===== src/rtl/hb_pkg.sv =====
package hb_pkg;

  typedef enum logic [1:0] {
    ARB_IDLE = 2'd0,
    ARB_HUNT = 2'd1,
    ARB_SEND = 2'd2
  } arb_state_e;

endpackage


===== src/rtl/hb_rst_sync.sv =====
module hb_rst_sync #(
  parameter int STAGES = 2
) (
  input  logic clk,
  input  logic rst_n,
  output logic rst_sync_n
);

  logic [STAGES-1:0] chain_q;

  always_ff @(posedge clk or negedge rst_n) begin
    if (!rst_n) begin
      chain_q <= '0;
    end else begin
      chain_q <= {chain_q[STAGES-2:0], 1'b1};
    end
  end

  assign rst_sync_n = chain_q[STAGES-1];

endmodule


===== src/rtl/hb_tick_gen.sv =====
module hb_tick_gen #(
  parameter int SYNC_STAGES = 2
) (
  input  logic clk,
  input  logic rst_n,
  input  logic tclk_i,
  output logic tick_o
);

  logic [SYNC_STAGES:0] sync_q;

  always_ff @(posedge clk or negedge rst_n) begin
    if (!rst_n) begin
      sync_q <= '0;
    end else begin
      sync_q <= {sync_q[SYNC_STAGES-1:0], tclk_i};
    end
  end

  // one pulse per bit: synchronized level high, one stage older still low
  assign tick_o = sync_q[SYNC_STAGES-1] & ~sync_q[SYNC_STAGES];

endmodule


===== src/rtl/hb_idle_hunter.sv =====
module hb_idle_hunter #(
  parameter int IDLE_ONES = 8
) (
  input  logic clk,
  input  logic rst_n,
  input  logic hunt_en_i,
  input  logic tick_i,
  input  logic cts_i,
  output logic go_o
);

  localparam int CNT_W = $clog2(IDLE_ONES + 1);
  localparam logic [CNT_W-1:0] RUN_LAST = CNT_W'(IDLE_ONES - 1);

  logic [CNT_W-1:0] run_q, run_d;

  always_comb begin
    run_d = run_q;
    go_o  = 1'b0;
    if (!hunt_en_i) begin
      run_d = '0;
    end else if (tick_i) begin
      if (!cts_i) begin
        run_d = '0;
      end else if (run_q == RUN_LAST) begin
        run_d = '0;
        go_o  = 1'b1;
      end else begin
        run_d = run_q + 1'b1;
      end
    end
  end

  always_ff @(posedge clk or negedge rst_n) begin
    if (!rst_n) begin
      run_q <= '0;
    end else begin
      run_q <= run_d;
    end
  end

endmodule


===== src/rtl/hb_coll_counter.sv =====
module hb_coll_counter #(
  parameter int CNT_W = 4
) (
  input  logic             clk,
  input  logic             rst_n,
  input  logic             clr_i,
  input  logic             inc_i,
  output logic [CNT_W-1:0] cnt_o
);

  localparam logic [CNT_W-1:0] CNT_MAX = '1;

  logic [CNT_W-1:0] cnt_q, cnt_d;

  always_comb begin
    cnt_d = cnt_q;
    if (clr_i) begin
      cnt_d = '0;
    end else if (inc_i && (cnt_q != CNT_MAX)) begin
      cnt_d = cnt_q + 1'b1;
    end
  end

  always_ff @(posedge clk or negedge rst_n) begin
    if (!rst_n) begin
      cnt_q <= '0;
    end else begin
      cnt_q <= cnt_d;
    end
  end

  assign cnt_o = cnt_q;

endmodule


===== src/rtl/hdlc_bus_arbiter.sv =====
module hdlc_bus_arbiter
  import hb_pkg::*;
#(
  parameter int IDLE_ONES   = 8,
  parameter int SYNC_STAGES = 2,
  parameter int RST_STAGES  = 2,
  parameter int COLL_W      = 4
) (
  input  logic              clk,
  input  logic              rst_n,
  input  logic              tclk_i,
  input  logic              cts_i,
  input  logic              rts_delay_i,
  input  logic              src_valid_i,
  input  logic              src_bit_i,
  input  logic              src_last_i,
  output logic              src_take_o,
  output logic              src_retry_o,
  output logic              src_done_o,
  output logic              txd_o,
  output logic              rts_o,
  output logic [COLL_W-1:0] coll_cnt_o
);

  logic       rst_int_n;
  logic       tick;
  logic       hunt_go;
  arb_state_e state_q, state_d;
  logic       txd_q, txd_d;
  logic       last_q, last_d;
  logic       rts_q, rts_d;
  logic       take, retry, done, new_frame;

  hb_rst_sync #(.STAGES(RST_STAGES)) u_rst_sync (
    .clk        (clk),
    .rst_n      (rst_n),
    .rst_sync_n (rst_int_n)
  );

  hb_tick_gen #(.SYNC_STAGES(SYNC_STAGES)) u_tick_gen (
    .clk    (clk),
    .rst_n  (rst_int_n),
    .tclk_i (tclk_i),
    .tick_o (tick)
  );

  hb_idle_hunter #(.IDLE_ONES(IDLE_ONES)) u_idle_hunter (
    .clk       (clk),
    .rst_n     (rst_int_n),
    .hunt_en_i (state_q == ARB_HUNT),
    .tick_i    (tick),
    .cts_i     (cts_i),
    .go_o      (hunt_go)
  );

  hb_coll_counter #(.CNT_W(COLL_W)) u_coll_counter (
    .clk   (clk),
    .rst_n (rst_int_n),
    .clr_i (new_frame),
    .inc_i (retry),
    .cnt_o (coll_cnt_o)
  );

  // next-state logic
  always_comb begin
    state_d   = state_q;
    txd_d     = txd_q;
    last_d    = last_q;
    rts_d     = rts_q;
    take      = 1'b0;
    retry     = 1'b0;
    done      = 1'b0;
    new_frame = 1'b0;
    unique case (state_q)
      ARB_IDLE: begin
        txd_d = 1'b1;
        rts_d = 1'b0;
        if (src_valid_i) begin
          state_d   = ARB_HUNT;
          new_frame = 1'b1;
        end
      end
      ARB_HUNT: begin
        txd_d = 1'b1;
        rts_d = 1'b0;
        if (hunt_go) begin
          state_d = ARB_SEND;
          txd_d   = src_bit_i;
          last_d  = src_last_i;
          rts_d   = ~rts_delay_i;
          take    = 1'b1;
        end
      end
      ARB_SEND: begin
        if (tick) begin
          if (txd_q && !cts_i) begin
            // released a one, line reads zero: another station owns the bus
            retry   = 1'b1;
            txd_d   = 1'b1;
            rts_d   = 1'b0;
            state_d = ARB_HUNT;
          end else if (last_q) begin
            done    = 1'b1;
            txd_d   = 1'b1;
            rts_d   = 1'b0;
            state_d = ARB_IDLE;
          end else begin
            take    = 1'b1;
            txd_d   = src_bit_i;
            last_d  = src_last_i;
            rts_d   = 1'b1;
          end
        end
      end
      default: begin
        state_d = ARB_IDLE;
        txd_d   = 1'b1;
        rts_d   = 1'b0;
      end
    endcase
  end

  // state registers
  always_ff @(posedge clk or negedge rst_int_n) begin
    if (!rst_int_n) begin
      state_q <= ARB_IDLE;
      txd_q   <= 1'b1;
      last_q  <= 1'b0;
      rts_q   <= 1'b0;
    end else begin
      state_q <= state_d;
      txd_q   <= txd_d;
      last_q  <= last_d;
      rts_q   <= rts_d;
    end
  end

  assign src_take_o  = take;
  assign src_retry_o = retry;
  assign src_done_o  = done;
  assign txd_o       = txd_q;
  assign rts_o       = rts_q;

endmodule


===== config.mk =====
export PLATFORM = sky130hd
export DESIGN_NAME = hdlc_bus_arbiter
export DESIGN_NICKNAME = d
export VERILOG_FILES = /design/src/rtl/hb_pkg.sv /design/src/rtl/hb_rst_sync.sv /design/src/rtl/hb_tick_gen.sv /design/src/rtl/hb_idle_hunter.sv /design/src/rtl/hb_coll_counter.sv /design/src/rtl/hdlc_bus_arbiter.sv
export SDC_FILE = /design/constraint.sdc
export NUM_CORES = 1
export LEC_CHECK = 0
export BUFFER_PORTS_ARGS = -buffer_cell sky130_fd_sc_hd__buf_2
export CAP_MARGIN = 20
export CORE_ASPECT_RATIO = 1.4
export CORE_MARGIN = 4
export CORE_UTILIZATION = 50
export DETAILED_ROUTE_END_ITERATION = 7
export PLACE_DENSITY = 0.73
export SLEW_MARGIN = 20
export SYNTH_ARGS = -nofsm -noshare
export SYNTH_HDL_FRONTEND = slang
export SYNTH_HIERARCHICAL = 1
export SYNTH_SLANG_ARGS = --single-unit

===== constraint.sdc =====
create_clock -name clk -period 1.8 [get_ports clk]
set_input_delay 0.09 -clock clk [delete_from_list [all_inputs] [get_ports clk]]
set_output_delay 0.09 -clock clk [all_outputs]
set_load 0.02 [all_outputs]

==> metrics.yaml, run 1 <==
routing:
  wl_um: 1906
  drtIter0Drc: 26
  via_count: 780
  dr.pass1.iters: 4
  viasPerCell: 5.379
  ant_nets: 0
  route.detailed.drc: 0
  wl_per_cell_um: 13.14
sta:
  min_period_ps: 1739
  hold_viol: 0
  slew_headroom: 0.5827
  finalSetupViolCount: 0
  setup_tns_ps: 0
  post-route-period-util: 0.9662
  timing.fmax_mhz: 575.0
  worst_slack_ps: 60.92
  report.final.slew_viol_count: 0
  fin_skew_ps: 11.08
  worstMarginPinSlew_ps: 626.0
floorplanning:
  die_w_um: 45.63
  row_count: 18
  coreArea_um2: 1824
  die_h_um: 60.68
  num_io_pins: 17
  start_util: 0.5432
  dieArea_um2: 2768
power_and_ir_drop:
  ir_drop_mv: 0.8602
  p_seq_frac: 0.367
  p_switching_mw: 0.5360
  p_clk_frac: 0.168
  p_int_mw: 0.9531
  power_density_nw_per_um2: 1185
  switching_share: 0.3600
  finalPower_mw: 1.489
  leakagePower_nw: 0.6025
  combPwrFrac: 0.465
finish:
  drive_above_1_share: 0.3760
  final_cells: 145
  layout.area.seq_um2: 452.9
  antenna_cells: 0
  fillCellCount: 153
  syn2layout_area_growth_pct: 26.77
  fin_nets: 140
  multiInputGateArea_um2: 556.8
clock_tree:
  cts_tree: "built"
  path_clk_slew_ps: 110
  cts-root-buf: "clkbuf_4"
  clockBufferDepth: 2
  cts_buffers: 3
  worstSkewPairLatency_ps: 300
  cts_sinks: 18
  cts_max_level: 1
critical_path:
  crit_path_end_kind: "register"
  cp_max_fo: 4
  crit_family: "simple AND/OR/NAND/NOR gates"
  worstSetupStartpointType: "register"
  cpMaxStageDelayCell: "dfrtp_2"
  cp.required_ps: 2000
  cp_common_cell: "nor2_2"
  worst_ep_arrival_time_ps: 1930
  critical_path_class: "reg -> reg"
  cp_cell_sequence: "inv_1 > ha_4 > nand3_2 > nor2_2 > nand2b_4 > nand3_1 > nor2_2 > mux2_4"
  path_buf_inv: 1
  critPathMaxStageDelay_ps: 440
place:
  place_congestion: 0.8632
  io_buffer_count: 16
  dp_hpwl_um: 1377
  dp.cells: 135
  dp_slack_ps: 85.64
global_routing:
  antenna_found_initial: 0
  grt_pass1_vias: 769
  grt_max_degree: 17
  grt_pass1_wl_um: 3263
  grt_usage: 0.1651
  grt-ovfl-total: 0
synth:
  synthCells: 95
  synth_nets: 109
  yosys_register_bits: 18
  synthDistinctLibCells: 35
  synth-warning-count: 6
  synth.avg_cell_area_um2: 10.43
  synth_top_area_cell: "dfrtp_1"
  yosys-top-cells-area: "dfrtp_1 (43%), ha_1 (7.6%), mux2_4 (4.5%)"
  ys_seq_area_frac: 0.4558
  synth.cell_area_um2: 991.0
  synth_top_area_frac: 0.4293
outcome:
  status: "completed"
run:
  drv_cap: 0
min_path:
  hp-class: "in -> reg"
-- power groups by stage --
stage / registers, mW / clock network (mW) / logic (mW)
3_3_place_gp: 0.550 / 0 / 0.556
4_1_cts: 0.549 / 0.256 / 0.588
6_report: 0.546 / 0.250 / 0.693
2_1_floorplan: 0.562 / 0 / 0.402
5_1_grt: 0.557 / 0.282 / 0.775
3_5_place_dp: 0.553 / 0 / 0.564
-- state kept, by name, indices dropped and copies added, names as in the netlist --
register              flops
u_idle_hunter/run_q       4
txd_o                     1
u_tick_gen/sync_q         3
u_rst_sync/chain_q        2
last_q                    1
state_q                   2
u_coll_counter/cnt_o      4
rts_o                     1
-- metrics by stage --
| stage | cell area (um2) | utilization | hold WS, ps |
|---|---|---|---|
| 4_1_cts | 1196 | 0.6557 | 27.67 |
| 2_1_floorplan | 992.2 | - | -205.6 |
| 5_1_grt | 1256 | 0.6886 | 61.10 |
| 6_report | 1256 | 0.6886 | 32.12 |
| 3_3_place_gp | 1127 | 0.6180 | -122.9 |
| 3_5_place_dp | 1127 | 0.6180 | -122.3 |
-- layer usage --
metal  wire length [um]  up-vias  GRT usage
met5                  0        -          0
met4                 16        0     0.1004
met3                 83        2    0.01780
met2                947       18     0.2695
met1                858      366     0.2049
li1                   -      394          -
-- what timing repair did --
action,4_1_cts,5_1_grt
resized for setup,2,8
hold endpoints to repair,3,0
hold buffers,2,0
endpoints found under the setup margin,1,3
buffers inserted,0,4
pin swaps,0,2
-- logic make-up (layout without fill, tap and decap cells) --
kind of cell | count (synthesis) | after routing | share of synthesized area
simple gates | 44 | 44 | 0.2879
flops | 18 | 18 | 0.4558
compound gates | 17 | 17 | 0.1023
fa+ha+maj | 6 | 6 | 0.07576
buf+inv | 5 | 35 | 0.01894
mux | 4 | 4 | 0.05555
other cells | 1 | 1 | 0.003784
-- placed cells by master (no fill, tap or decap), drive strengths merged, types with 2 or more instances in the layout --
cell         instances
nand3b               2
dlygate4sd3          2
nand3                5
dfrtp               17
a21oi                7
nand2b               7
buf                 24
nor2b                5
o21ai                4
and3                 4
clkbuf               4
ha                   6
mux2                 3
inv                  5
nand2                5
nor2                 9
-- tightest hold or removal path: stages --
cell,delay (ps)
buf_2,90
nand2_1,50
o22ai_1,70
-- Yosys cell counts --
library cell  number
a21boi_1           1
a21oi_1            7
a31oi_1            1
and2_1             1
and3_1             3
and3_4             1
and3b_1            1
and4b_2            1
conb_1             1
dfrtp_1           17
dfstp_2            1
ha_1               6
inv_1              5
mux2_4             3
mux2i_1            1
nand2_1            5
nand2b_1           7
nand3_1            4
nand3_2            1
nand3b_1           2
nand4_1            1
nor2_1             8
nor2_2             1
nor2b_1            2
nor2b_2            1
nor2b_4            2
nor3_1             1
nor3b_4            1
o211ai_1           1
o21ai_0            1
o21ai_1            3
o221a_1            1
o22ai_1            1
o31ai_1            1
or2_0              1
-- final timing paths --
kind | start | to | slack, ps | cells past startpoint
max reg2reg | state_q[1] | state_q[1] | 60 | 8
max | state_q[1] | state_q[1] | 60 | 8
min | src_last_i | last_q | 30 | 3
min reg2reg | u_rst_sync/chain_q[1] | u_idle_hunter/run_q[3] | 250 | 0
max in group asynchronous | u_rst_sync/chain_q[1] | state_q[1] | 1110 | 0
min in group asynchronous | rst_n | u_rst_sync/chain_q[0] | 110 | 2
-- cell type report --
cell class                 instances  area share
clock buffer                       4     0.02888
tap                               20     0.01992
sequential                        18      0.3606
inverter                           5     0.01494
multi-input combinational         72      0.4432
timing repair buffer              26      0.1325
Note: power is estimated with default switching activity, not from simulation.
==> run 2: changes to the inputs <==
--- a/config.mk
+++ b/config.mk
@@ -5,6 +5,7 @@
 export SDC_FILE = /design/constraint.sdc
 export NUM_CORES = 1
 export LEC_CHECK = 0
+export ABC_AREA = 1
 export BUFFER_PORTS_ARGS = -buffer_cell sky130_fd_sc_hd__buf_2
 export CAP_MARGIN = 20
 export CORE_ASPECT_RATIO = 1.4
@@ -12,7 +13,6 @@
 export CORE_UTILIZATION = 50
 export DETAILED_ROUTE_END_ITERATION = 7
 export PLACE_DENSITY = 0.73
-export SLEW_MARGIN = 20
 export SYNTH_ARGS = -nofsm -noshare
 export SYNTH_HDL_FRONTEND = slang
 export SYNTH_HIERARCHICAL = 1
==> run 2 against run 1 <==
Net effect:
- clock-buffer cell count did not move
- via count rose by 15%
- clock power fell by 2%
- synthesized cell count rose by 47%
- maximum frequency rose by 3.8%
- wire length rose by 0.68%
- largest cell class unchanged
- critical path depth fell by 2
- non-clock buffer count fell by 5
- sequential cell count did not move
- sequential power rose by 2%
- critical endpoint is now src_take_o
==> metrics.yaml, run 2 <==
routing:
  via_count: 899  # was 780
  viasPerCell: 4.833  # was 5.379
  drtIter0Drc: 12  # was 26
  wl_per_cell_um: 10.32  # was 13.14 um
  dr.pass1.iters: 4  # unchanged
  wl_um: 1919  # was 1906 um
  ant_nets: 0  # unchanged
  route.detailed.drc: 0  # unchanged
floorplanning:
  row_count: 19  # was 18
  num_io_pins: 17  # unchanged
  dieArea_um2: 2875  # was 2768 um2
  start_util: 0.5250  # was 0.5432
  die_w_um: 46.47  # was 45.63 um
  die_h_um: 61.86  # was 60.68 um
  coreArea_um2: 1973  # was 1824 um2
synth:
  yosys_register_bits: 18  # unchanged
  synth_top_area_cell: "dfrtp_1"  # unchanged
  yosys_most_used_dff: "dfrtp_1"  # unchanged
  yosysMostFrequentCell: "nand2_1"  # was dfrtp_1
  synth.cell_area_um2: 1036  # was 991.0 um2
  synth_nets: 154  # was 109
  ys_seq_area_frac: 0.4360  # was 0.4558
  synth_edf_count: 0  # unchanged
  synth-warning-count: 6  # unchanged
  synth.avg_cell_area_um2: 7.400  # was 10.43 um2
  async_flop_share: 1.000  # unchanged
  synthCells: 140  # was 95
  synth_top_area_frac: 0.4106  # was 0.4293
  yosys-top-cells-area: "dfrtp_1 (41%), nand2_1 (17%), inv_1 (8.3%)"  # was dfrtp_1 (43%), ha_1 (7.6%), mux2_4 (4.5%)
  synth_common_cells: "nand2_1 (46), inv_1 (23), dfrtp_1 (17)"  # was dfrtp_1 (17), nor2_1 (8), a21oi_1 (7), nand2b_1 (7), ha_1 (6)
  synthDistinctLibCells: 19  # was 35
critical_path:
  cp_cell_sequence: "ha_1 > nand3_1 > nor2_2 > nand2_1 > a21oi_2 > buf_4"  # was inv_1 > ha_4 > nand3_2 > nor2_2 > nand2b_4 > nand3_1 > nor2_2 > mux2_4
  worst_r2r_startpoint: "u_idle_hunter/run_q[0]"  # was state_q[1]
  crit_path_end: "src_take_o"  # was state_q[1]
  critPathMaxStageDelay_ps: 420  # was 440 ps
  cp.required_ps: 1710  # was 2000 ps
  worst_ep_arrival_time_ps: 1590  # was 1930 ps
  crit_start: "u_idle_hunter/run_q[0]"  # was state_q[1]
  cpMaxStageDelayCell: "dfrtp_2"  # unchanged
  worstSetupStartpointType: "register"  # unchanged
  reg2reg_to: "state_q[0]"  # was state_q[1]
  critical_path_class: "reg -> out"  # was reg -> reg
  cp_max_fo: 5  # was 4
  reg2reg_depth: 10  # was 8
  crit_path_end_kind: "primary output"  # was register
  r2r_slack_ps: 300  # was 60 ps
outcome:
  status: "completed"  # unchanged
sta:
  hold_viol: 0  # unchanged
  slew_headroom: 0.5913  # was 0.5827
  finalSetupViolCount: 0  # unchanged
  whs_ps: 20.77  # was 32.12 ps
  report.final.slew_viol_count: 0  # unchanged
  timing.fmax_mhz: 596.7  # was 575.0 MHz
  fin_skew_ps: 1.588  # was 11.08 ps
  min_period_ps: 1676  # was 1739 ps
  post-route-period-util: 0.9311  # was 0.9662
  worstMarginPinSlew_ps: 613.1  # was 626.0 ps
finish:
  final_cell_mix: "nand2_1 (46), inv_1 (23), dfrtp_1 (16)"  # was dfrtp_1 (16), buf_2 (15), buf_4 (8)
  antenna_cells: 0  # unchanged
  drive_above_1_share: 0.2424  # was 0.3760
  final_common_cell: "nand2_1"  # was dfrtp_1
  fin_util: 0.6240  # was 0.6886
  syn2layout_area_growth_pct: 18.84  # was 26.77%
  fin_nets: 180  # was 140
min_path:
  hold_start: "src_last_i"  # unchanged
  hp-class: "in -> reg"  # unchanged
  whs_path_depth: 3  # unchanged
clock_tree:
  cts_sinks: 18  # unchanged
  cts_buffers: 3  # unchanged
  cts_tree: "built"  # unchanged
  clockBufferDepth: 2  # unchanged
  cts_max_level: 1  # unchanged
  worstSkewPairLatency_ps: 290  # was 300 ps
  path_clk_slew_ps: 100  # was 110 ps
  cts-root-buf: "clkbuf_4"  # unchanged
global_routing:
  grt_pass1_wl_um: 3312  # was 3263 um
  grt_max_degree: 17  # unchanged
  grt_pass1_vias: 838  # was 769
  grt_usage: 0.1581  # was 0.1651
  antenna_found_initial: 0  # unchanged
  grt-ovfl-total: 0  # unchanged
power_and_ir_drop:
  power_density_nw_per_um2: 1182  # was 1185 nW/um2
  ir_drop_mv: 0.9476  # was 0.8602 mV
  leakagePower_nw: 0.7285  # was 0.6025 nW
place:
  dp_hpwl_um: 1547  # was 1377 um
  place_congestion: 0.9172  # was 0.8632
  io_buffer_count: 16  # unchanged
run:
  drv_cap: 0  # unchanged
-- run 2: worst min path at each step --
stage / to / slack (ps)
after detailed placement: u_rst_sync/chain_q[0] / -120
after global placement: u_rst_sync/chain_q[1] / -130
after CTS: last_q / 9
final: last_q / 20
after floorplan: u_rst_sync/chain_q[0] / -210
after global routing: last_q / 10
-- run 2: cells by family after synthesis --
family / after synthesis / synth area share
and+or+nand+nor: 84 / 0.3611
xor gates and xnor gates: 1 / 0.008456
buffers and inverters: 25 / 0.09058
other: 1 / 0.003620
adders and majority gates: 6 / 0.07246
DFF: 18 / 0.4360
AOI/OAI and AO/OA: 5 / 0.02777
-- run 2: power by group --
part           internal (mW)  switching (mW)
sequential             0.481          0.0743
clock                  0.123           0.122
combinational          0.251           0.405
-- run 2: cell type report --
type                            instances  area, um2
Multi-Input combinational cell         97      496.7
Timing Repair Buffer                   21      125.1
Inverter                               25      93.84
Fill cell                             175      742.0
Tap cell                               21      26.28
Sequential cell                        18      452.9
Clock buffer                            4      36.28
-- run 2: through the flow --
step / total power [mW] / setup slack (ps) / TNS, ps / std cells / instance area [um2]
after global placement: 1.186 / 327.6 / 0 / 179 / 1157
after detailed placement: 1.203 / 264.8 / 0 / 179 / 1157
final: 1.455 / 124.0 / 0 / 186 / 1231
after CTS: 1.457 / 50.95 / 0 / 185 / 1214
after floorplan: 1.039 / 171.5 / 0 / 140 / 1036
after global routing: 1.603 / -34.30 / -34.30 / 186 / 1231
-- run 2: what timing repair did --
item | in CTS | in global routing
hold buffers | 2 | 0
hold endpoints to repair | 3 | 0
resized for setup | 0 | 4
setup buffers | 0 | 1
setup endpoints to repair | 0 | 1
-- run 2: worst max-delay path, delay by kind of cell, from the launching register on --
| kind | cells | cell delay (ps) |
|---|---|---|
| buffers and inverters | 1 | 150 |
| AO/OA/AOI/OAI | 1 | 150 |
| AND/OR/NAND/NOR | 3 | 390 |
| flip-flops | 1 | 420 |
| adder cells (fa/ha/maj) | 1 | 200 |
-- run 2: metal layers --
layer / track usage / wire (um) / vias up / part of all wire
li1: - / - / 477 / -
met1: 0.1945 / 855 / 406 / 0.45
met2: 0.2638 / 984 / 14 / 0.51
met3: 0.02017 / 69 / 2 / 0.036
met4: 0.08537 / 10 / 0 / 0.0052
met5: 0 / 0 / - / 0
==> run 3: changes to the inputs <==
==> constraint.sdc (replaced) <==
create_clock -name clk -period 1.6 [get_ports clk]
set_input_delay 0.08 -clock clk [delete_from_list [all_inputs] [get_ports clk]]
set_output_delay 0.08 -clock clk [all_outputs]
set_load 0.02 [all_outputs]
==> run 3 against run 2 <==
Net effect:
- cell count is 4.8% higher
- clock-buffer cell count did not move
- worst setup slack worse by 91 ps
- utilization increased by 6.1 points
- register-to-register slack got worse by 200 ps
- clock skew up 1.8 ps
- clock power increased by 13%
- largest power group unchanged
- highest routed layer unchanged
==> metrics.yaml, run 3 (synthesis results as in run 2) <==
outcome:
  status: "completed"  # unchanged
power_and_ir_drop:
  p_switching_mw: 0.7659  # was 0.6009 mW
  combPwrFrac: 0.495  # was 0.450
  finalPower_mw: 1.800  # was 1.455 mW
  leakagePower_nw: 0.7706  # was 0.7285 nW
  p_seq_frac: 0.352  # was 0.381
  switching_share: 0.4255  # was 0.4130
  p_int_mw: 1.034  # was 0.8542 mW
  power_density_nw_per_um2: 1332  # was 1182 nW/um2
  p_clk_frac: 0.153  # was 0.168
  ir_drop_mv: 0.8661  # was 0.9476 mV
sta:
  whs_ps: 18.20  # was 20.77 ps
  fin_skew_ps: 3.401  # was 1.588 ps
  timing.fmax_mhz: 638.0
  worst_slack_ps: 32.53  # was 124.0 ps
  rsz0062_at_grt: "true"
  post-route-period-util: 0.9797
  slew_headroom: 0.5836  # was 0.5913
  finalSetupViolCount: 0  # unchanged
  hold_viol: 0  # unchanged
  report.final.slew_viol_count: 0  # unchanged
  worstMarginPinSlew_ps: 624.7  # was 613.1 ps
  setup_tns_ps: 0  # unchanged
  min_period_ps: 1567
global_routing:
  grt-ovfl-total: 0  # unchanged
  grt_pass1_vias: 932  # was 838
  grt_pass1_wl_um: 3657  # was 3312 um
  grt_usage: 0.1762  # was 0.1581
  antenna_found_initial: 0  # unchanged
  grt_max_degree: 17  # unchanged
finish:
  final_cell_mix: "nand2_1 (46), inv_1 (21), dfrtp_1 (16)"  # was nand2_1 (46), inv_1 (23), dfrtp_1 (16)
  syn2layout_area_growth_pct: 30.44  # was 18.84%
  layout.area.seq_um2: 452.9  # unchanged
  final_common_cell: "nand2_1"  # unchanged
  fillCellCount: 157  # was 175
  multiInputGateArea_um2: 545.5  # was 496.7 um2
  drive_above_1_share: 0.3161  # was 0.2424
  fin_nets: 189  # was 180
  antenna_cells: 0  # unchanged
  design_area_um2: 1351  # was 1231 um2
routing:
  route.detailed.drc: 0  # unchanged
  ant_nets: 0  # unchanged
  wl_um: 2269  # was 1919 um
  via_count: 988  # was 899
  wl_per_cell_um: 11.64  # was 10.32 um
  viasPerCell: 5.067  # was 4.833
  drtIter0Drc: 23  # was 12
  dr.pass1.iters: 4  # unchanged
floorplanning:
  start_util: 0.5250  # unchanged
  dieArea_um2: 2875  # unchanged
  die_h_um: 61.86  # unchanged
  coreArea_um2: 1973  # unchanged
  row_count: 19  # unchanged
  die_w_um: 46.47  # unchanged
  num_io_pins: 17  # unchanged
clock_tree:
  cts_max_level: 1  # unchanged
  path_clk_slew_ps: 100  # about the same
  cts-root-buf: "clkbuf_4"  # unchanged
  clockBufferDepth: 2  # unchanged
  worstSkewPairLatency_ps: 290  # about the same
  cts_tree: "built"  # unchanged
  cts_buffers: 3  # unchanged
  cts_sinks: 18  # unchanged
place:
  dpl_cell_area_um2: 1182  # was 1157 um2
  dp_slack_ps: 0.4700  # was 264.8 ps
  place_congestion: 0.9068  # was 0.9172
  dp_hpwl_um: 1708  # was 1547 um
  io_buffer_count: 16  # unchanged
critical_path:
  cp.required_ps: 1520  # was 1710 ps
  worst_r2r_startpoint: "state_q[1]"  # was u_idle_hunter/run_q[0]
  worstSetupStartpointType: "register"  # unchanged
  worst_ep_arrival_time_ps: 1490  # was 1590 ps
  critical_path_class: "reg -> out"  # unchanged
  crit_path_end_kind: "primary output"  # unchanged
  reg2reg_depth: 11  # was 10
  cp_max_fo: 5  # unchanged
  crit_start: "state_q[0]"  # was u_idle_hunter/run_q[0]
min_path:
  whs_path_depth: 3  # unchanged
  hp-class: "in -> reg"  # unchanged
  hold_start: "src_last_i"  # unchanged
run:
  drv_cap: 0  # unchanged
## run 3: cell type report
type	count	area share
multi-input combinational	97	0.4037
tap	21	0.01944
sequential	18	0.3352
clock buffer	4	0.02685
inverter	25	0.06944
timing repair buffer	30	0.1454
## run 3: worst max-delay path: stages (launching register included)
cell     delay, ps
dfrtp_2        460
inv_2          100
ha_4           140
buf_6          110
nand4_1         80
a21oi_1        150
buf_4          150
## run 3: power by group through the flow
stage	combinational, mW	sequential [mW]	clock [mW]
after floorplan	0.518	0.653	0
after global placement	0.724	0.630	0
after detailed placement	0.755	0.637	0
after CTS	0.813	0.620	0.292
after global routing	1.00	0.644	0.304
final	0.891	0.633	0.276
## run 3: timing repair
item | 4_1_cts | 5_1_grt
endpoints found under the hold margin | 3 | 0
buffers inserted | 4 | 3
resized for setup | 5 | 10
setup endpoints to repair | 4 | 5
pin swaps | 2 | 5
cloned | 0 | 0
hold buffers | 2 | 0
## run 3: final timing paths
path                                            to  slack [ps]
min in group asynchronous    u_rst_sync/chain_q[0]          80
setup / recovery                        src_take_o          30
setup reg to reg                        state_q[1]         100
hold / removal                              last_q          20
max in group asynchronous               state_q[0]         900
hold reg to reg            u_coll_counter/cnt_o[3]         260
## run 3: stage by stage
step,utilization,cells
2_1_floorplan,-,140
3_3_place_gp,0.5992,182
3_5_place_dp,0.5992,182
4_1_cts,0.6481,192
5_1_grt,0.6848,195
6_report,0.6848,195
## run 3: per-layer routing
layer / vias up / global-route usage / wire [um]
met3: 12 / 0.02017 / 78
met5: - / 0 / 0
met4: 0 / 0.1260 / 93
li1: 496 / - / -
met2: 29 / 0.3150 / 1152
met1: 451 / 0.1848 / 945
